--- config.mk ---
export PLATFORM = sky130hd
export DESIGN_NAME = thresh_timer
export DESIGN_NICKNAME = d
export VERILOG_FILES = /design/src/rtl/tmr_pkg.sv /design/src/rtl/tmr_evt_sel.sv /design/src/rtl/tmr_cnt_core.sv /design/src/rtl/tmr_irq_out.sv /design/src/rtl/thresh_timer.sv
export SDC_FILE = /design/constraint.sdc
export NUM_CORES = 1
export LEC_CHECK = 0
export BUFFER_PORTS_ARGS = -buffer_cell sky130_fd_sc_hd__clkbuf_2
export CORE_MARGIN = 2
export CORE_UTILIZATION = 39
export DETAILED_ROUTE_END_ITERATION = 16
export PLACE_DENSITY_LB_ADDON = 0.08
export SLEW_MARGIN = 20
export SYNTH_ARGS = -nofsm -noshare
export SYNTH_HDL_FRONTEND = slang
export SYNTH_SLANG_ARGS = --single-unit
--- constraint.sdc ---
create_clock -name clk -period 3.3 [get_ports clk]
set_clock_uncertainty 0.2 [all_clocks]
set_input_delay 0.33 -clock clk [delete_from_list [all_inputs] [get_ports clk]]
set_output_delay 0.33 -clock clk [all_outputs]
set_load 0.05 [all_outputs]
--- src/rtl/tmr_pkg.sv ---
package tmr_pkg;

  // Action selected by the counter core for the coming edge
  typedef enum logic [1:0] {
    ACT_HOLD   = 2'd0,
    ACT_STEP   = 2'd1,
    ACT_RELOAD = 2'd2,
    ACT_STOP   = 2'd3
  } cnt_act_e;

endpackage

--- src/rtl/tmr_evt_sel.sv ---
module tmr_evt_sel #(
  parameter int SYNC_STAGES = 2
) (
  input  logic clk,
  input  logic rst_n,
  input  logic src_ext,
  input  logic edge_fall,
  input  logic ext_cnt_in,
  input  logic int_tick,
  output logic evt
);

  localparam int MSB = SYNC_STAGES - 1;

  logic [MSB:0] sync_q;
  logic [MSB:0] sync_d;
  logic         last_q;
  logic         last_d;
  logic         ext_edge;

  // Polarity folded in ahead of the synchronizer, so only a rising edge is detected
  always_comb begin
    sync_d = {sync_q[MSB-1:0], ext_cnt_in ^ edge_fall};
    last_d = sync_q[MSB];
  end

  always_ff @(posedge clk or negedge rst_n) begin
    if (!rst_n) begin
      sync_q <= '0;
      last_q <= 1'b0;
    end else begin
      sync_q <= sync_d;
      last_q <= last_d;
    end
  end

  always_comb begin
    ext_edge = sync_q[MSB] & ~last_q;
    evt      = src_ext ? ext_edge : int_tick;
  end

endmodule

--- src/rtl/tmr_cnt_core.sv ---
module tmr_cnt_core
  import tmr_pkg::*;
#(
  parameter int CNT_W = 16
) (
  input  logic             clk,
  input  logic             rst_n,
  input  logic             cnt_en,
  input  logic             one_shot,
  input  logic             restart,
  input  logic             evt,
  input  logic             thr_wr,
  input  logic [CNT_W-1:0] thr_wdata,
  output logic [CNT_W-1:0] count,
  output logic             halted,
  output logic             match
);

  logic [CNT_W-1:0] cnt_q, cnt_d;
  logic [CNT_W-1:0] thr_q, thr_d;
  logic             halt_q, halt_d;
  logic [CNT_W-1:0] cnt_inc;
  logic             adv;
  logic             hit;
  cnt_act_e         act;

  always_comb begin
    cnt_inc = cnt_q + 1'b1;
    adv     = evt & cnt_en & ~halt_q & ~restart;
    hit     = (cnt_inc == thr_q);
    match   = adv & hit;
    if (!adv)          act = ACT_HOLD;
    else if (!hit)     act = ACT_STEP;
    else if (one_shot) act = ACT_STOP;
    else               act = ACT_RELOAD;
  end

  always_comb begin
    cnt_d  = cnt_q;
    halt_d = halt_q;
    thr_d  = thr_wr ? thr_wdata : thr_q;
    if (restart) begin
      cnt_d  = '0;
      halt_d = 1'b0;
    end else begin
      unique case (act)
        ACT_STEP:   cnt_d = cnt_inc;
        ACT_RELOAD: cnt_d = '0;
        ACT_STOP: begin
          cnt_d  = cnt_inc;
          halt_d = 1'b1;
        end
        default:    cnt_d = cnt_q;
      endcase
    end
  end

  always_ff @(posedge clk or negedge rst_n) begin
    if (!rst_n) begin
      cnt_q  <= '0;
      halt_q <= 1'b0;
      thr_q  <= '0;
    end else begin
      cnt_q  <= cnt_d;
      halt_q <= halt_d;
      thr_q  <= thr_d;
    end
  end

  assign count  = cnt_q;
  assign halted = halt_q;


  en_gate_chk: assert property (@(posedge clk) disable iff (!rst_n)
    (!cnt_en && !restart) |=> $stable(cnt_q));


  oneshot_hold_chk: assert property (@(posedge clk) disable iff (!rst_n)
    (halt_q && !restart) |=> $stable(cnt_q));


  oneshot_stop_chk: assert property (@(posedge clk) disable iff (!rst_n)
    (match && one_shot) |=> halt_q);


  cyc_reload_chk: assert property (@(posedge clk) disable iff (!rst_n)
    (match && !one_shot) |=> (cnt_q == '0));


  restart_clr_chk: assert property (@(posedge clk) disable iff (!rst_n)
    restart |=> (cnt_q == '0 && !halt_q));

endmodule

--- src/rtl/tmr_irq_out.sv ---
module tmr_irq_out (
  input  logic clk,
  input  logic rst_n,
  input  logic irq_level,
  input  logic match,
  input  logic irq_clr,
  output logic irq
);

  logic irq_q, irq_d;

  // Set wins over clear in held mode; pulse mode follows the match only
  always_comb begin
    if (irq_level) irq_d = match | (irq_q & ~irq_clr);
    else           irq_d = match;
  end

  always_ff @(posedge clk or negedge rst_n) begin
    if (!rst_n) irq_q <= 1'b0;
    else        irq_q <= irq_d;
  end

  assign irq = irq_q;


  lvl_hold_chk: assert property (@(posedge clk) disable iff (!rst_n)
    (irq_level && irq_q && !irq_clr) |=> irq_q);


  lvl_clr_chk: assert property (@(posedge clk) disable iff (!rst_n)
    (irq_level && irq_clr && !match) |=> !irq_q);


  set_prio_chk: assert property (@(posedge clk) disable iff (!rst_n)
    match |=> irq_q);


  pulse_drop_chk: assert property (@(posedge clk) disable iff (!rst_n)
    (!irq_level && !match) |=> !irq_q);

endmodule

--- src/rtl/thresh_timer.sv ---
module thresh_timer #(
  parameter int CNT_W       = 16,
  parameter int SYNC_STAGES = 2
) (
  input  logic             clk,
  input  logic             rst_n,
  input  logic             cnt_en,
  input  logic             src_ext,
  input  logic             edge_fall,
  input  logic             ext_cnt_in,
  input  logic             int_tick,
  input  logic             one_shot,
  input  logic             irq_level,
  input  logic             restart,
  input  logic             thr_wr,
  input  logic [CNT_W-1:0] thr_wdata,
  input  logic             irq_clr,
  output logic [CNT_W-1:0] count,
  output logic             halted,
  output logic             irq
);

  logic evt;
  logic match;

  tmr_evt_sel #(.SYNC_STAGES(SYNC_STAGES)) i_evt (
    .clk        (clk),
    .rst_n      (rst_n),
    .src_ext    (src_ext),
    .edge_fall  (edge_fall),
    .ext_cnt_in (ext_cnt_in),
    .int_tick   (int_tick),
    .evt        (evt)
  );

  tmr_cnt_core #(.CNT_W(CNT_W)) i_core (
    .clk       (clk),
    .rst_n     (rst_n),
    .cnt_en    (cnt_en),
    .one_shot  (one_shot),
    .restart   (restart),
    .evt       (evt),
    .thr_wr    (thr_wr),
    .thr_wdata (thr_wdata),
    .count     (count),
    .halted    (halted),
    .match     (match)
  );

  tmr_irq_out i_irq (
    .clk       (clk),
    .rst_n     (rst_n),
    .irq_level (irq_level),
    .match     (match),
    .irq_clr   (irq_clr),
    .irq       (irq)
  );

endmodule

==> qor.txt <==
wire length on met3: 229 um
synthesized area: 0.00216 sq mm
Max-cap violations: 0
Worst setup endpoint: i_core.count[12]
leading area contributor after synthesis: dfrtp_1
Critical Path AT: 2.94 ns
worst reg2reg startpoint: i_core.count[2]
Hold Buf Count CTS: 0
Horiz. Die Dim: 78.5 um
share of the yosys chip area belonging to registers: 42.8%
Slew Limit Fails: 0
1st-iter DRT viols: 48
worst r2r path cells: 9
WS Path Type: flop to flop
Avg Cell Area, Syn: 10.3 sq um
Period minus WS final: 2.97 ns
hold slack: -0.0397 ns
vias in the first global route: 1641
pin count of the biggest net entering global routing: 38
FFs w/ async S/R, synth: 100%
startpoint types: flop
global-route usage over all layers: 17.0%
Rows: 27
top post-synthesis cells by area: dfrtp_1 43%, mux2_2 8.3%, xnor2_1 5.7%, nand3_1 3.7%, mux2i_1 3.2%
# DRC: 0
antenna violation net count after detailed routing: 0
Setup violations, final: 0
slowest CP cell: or4_4
top_reg_cell synth: dfrtp_1
CP cell instances: and4_4 > nand2_4 > or4_4 > a2111oi_2 > and4_4 > a21boi_4 > buf_4 > a21o_1 > a22o_1
Yosys reg bits: 37
reg2reg end: i_core.count[12]
aggregate negative setup slack: 0 ns
Slew HR: 39.4%
Max Fclk: 337 MHz
share of layout cells above drive strength 1: 33.8%
commonest cells in the synthesized netlist: 37 x dfrtp_1, 16 x mux2_2, 16 x nand2_1, 16 x nand3_1, 14 x xnor2_1
drt wl/cell: 14.5 um
Worst Max-Slew Pin Slew: 0.910 ns
Die ar.: 0.00616 sq mm
Setup crit start: i_core.count[2]
Layout fillers: 541
Clock transition at path regs: 0.07 ns
final core utilization: 47.4%
Crit path top cell by count: and4_4
Multi-input gate area: 0.00116 sq mm
final hold vios: 37
cells after synthesis: 209
Worst VDD drop: 200 uV
layout net count: 291
Ant. Diodes: 0
DR WL met2: 2.16 mm
met1 WL: 2.39 mm
Post-synth EDFFs: 0
status: complete, but fails checks
CP Data Required Time: 3.28 ns
Power Density: 361 mW/mm^2
cts repair resizes: 0
area share of the largest cell type after synthesis: 42.8%
CTS buffer count: 5
final WL: 4.85 mm
Top Layer Used: met4
I/O pin cnt: 46
CTS tree: done
worst hold path type: primary input to asynchronous set/reset pin
register area: 926 sq um
Layout area overhead: 19.3%
Worst Path Max Fanout: 14
Core Area: 0.00544 sq mm
Final Cycle Share: 89.9%
syn nets: 238
flop-to-flop setup slack: 0.33 ns
leakage power: 1.19 nW
routed vias/inst: 5.18
antenna violations before repair: 0
Root Driver: clkbuf_8
most common cell in the netlist: dfrtp_1
IO buf count: 45
post-DP HPWL: 3.71 mm
Slowest Stage Delay on Critical Path: 0.53 ns
RSZ-0062 raised after global routing: false
vias after detailed routing: 1734
number of setup buffers added after CTS: 0
Synth Warn #: 0
chip height: 78.5 um
DR pass1 iterations: 4
Sink Count: 37
clk buf depth: 2
Netlist cell types: 48
failing checks: hold timing
global-route wire length before repair: 8.14 mm
Clk Latency, worst-skew pair: 0.29 ns
Initial Utilization: 39.8%
H-tree levels: 2
CP endpoint kind: flop
global placement routability congestion: 0.832
GR Overflow Total: 0
-- cells in the final DEF (no fill, tap or decap), types with 4 or more instances in the layout --
cell type,count
mux2_2,16
mux2i_1,7
xnor2_1,14
nand2_1,16
nand2b_1,4
a21oi_1,6
nor2_1,9
nand3b_1,4
a22o_1,5
inv_1,5
xor2_1,6
a21o_1,4
clkbuf_8,5
nor2b_1,4
nand3_1,16
clkbuf_2,45
buf_4,10
dfrtp_1,37
-- power breakdown --
group          internal (W)  switching [W]  leakage [nW]
Combinational     0.0000651      0.0000648         0.673
Clock              0.000150       0.000153        0.0395
Sequential         0.000478      0.0000194         0.473
Total              0.000694       0.000237          1.19
-- registers in the layout, indices dropped and copies added, names as in the netlist --
signal,cells
i_core.count,16
i_core.thr_q,16
i_evt.sync_q,2
i_core.halted,1
i_evt.last_q,1
i_irq.irq,1
-- layout make-up --
class	instances	share of cell area, %
repair buffers	55	11.6
well taps	72	3.49
inverters	6	0.873
multi-input cells	157	45.0
flip-flops and latches	37	35.9
clock buffers	8	3.11
-- per-stage QoR --
stage / power (W) / cells / worst slack (ns) / cell area [sq um]
3_5_place_dp: 0.000640 / 327 / 0.332 / 2500
6_report: 0.000931 / 335 / 0.333 / 2580
5_1_grt: 0.000980 / 335 / 0.185 / 2580
2_1_floorplan: 0.000592 / 209 / 0.210 / 2160
4_1_cts: 0.000947 / 335 / 0.330 / 2580
3_3_place_gp: 0.000639 / 327 / 0.383 / 2500
-- routing by layer --
layer,track usage [%],vias up
met3,3.68,6
met5,0,-
met2,25.9,42
met4,4.91,0
li1,-,857
met1,24.3,829
-- worst max-delay path, delay by kind of cell, from the launching register on --
family                 cells  cell delay [ns]
AOI/OAI and AO/OA          4             0.75
buffers and inverters      1             0.19
and+or+nand+nor            4             1.21
DFF                        1             0.50
-- worst min path at each step --
stage,slack (ns),to
after global placement,0.13,i_evt.sync_q[1]
after floorplan,-0.17,i_core.count[0]
after CTS,0.004,i_core.thr_q[14]
final,-0.04,i_core.thr_q[14]
after detailed placement,0.14,i_evt.sync_q[1]
after global routing,0.02,i_evt.sync_q[0]
-- logic make-up (layout without fill, tap and decap cells) --
| kind of cell | after synthesis | after routing | share of synthesized area (%) |
|---|---|---|---|
| muxes | 23 | 23 | 11.6 |
| buffers and inverters | 15 | 69 | 3.53 |
| and+or+nand+nor | 79 | 79 | 21.3 |
| adders and majority gates | 1 | 1 | 0.579 |
| xor gates and xnor gates | 20 | 20 | 8.10 |
| AOI/OAI and AO/OA | 34 | 34 | 12.1 |
| DFF | 37 | 37 | 42.8 |
No activity file was read; power rests on OpenSTA's default activity.
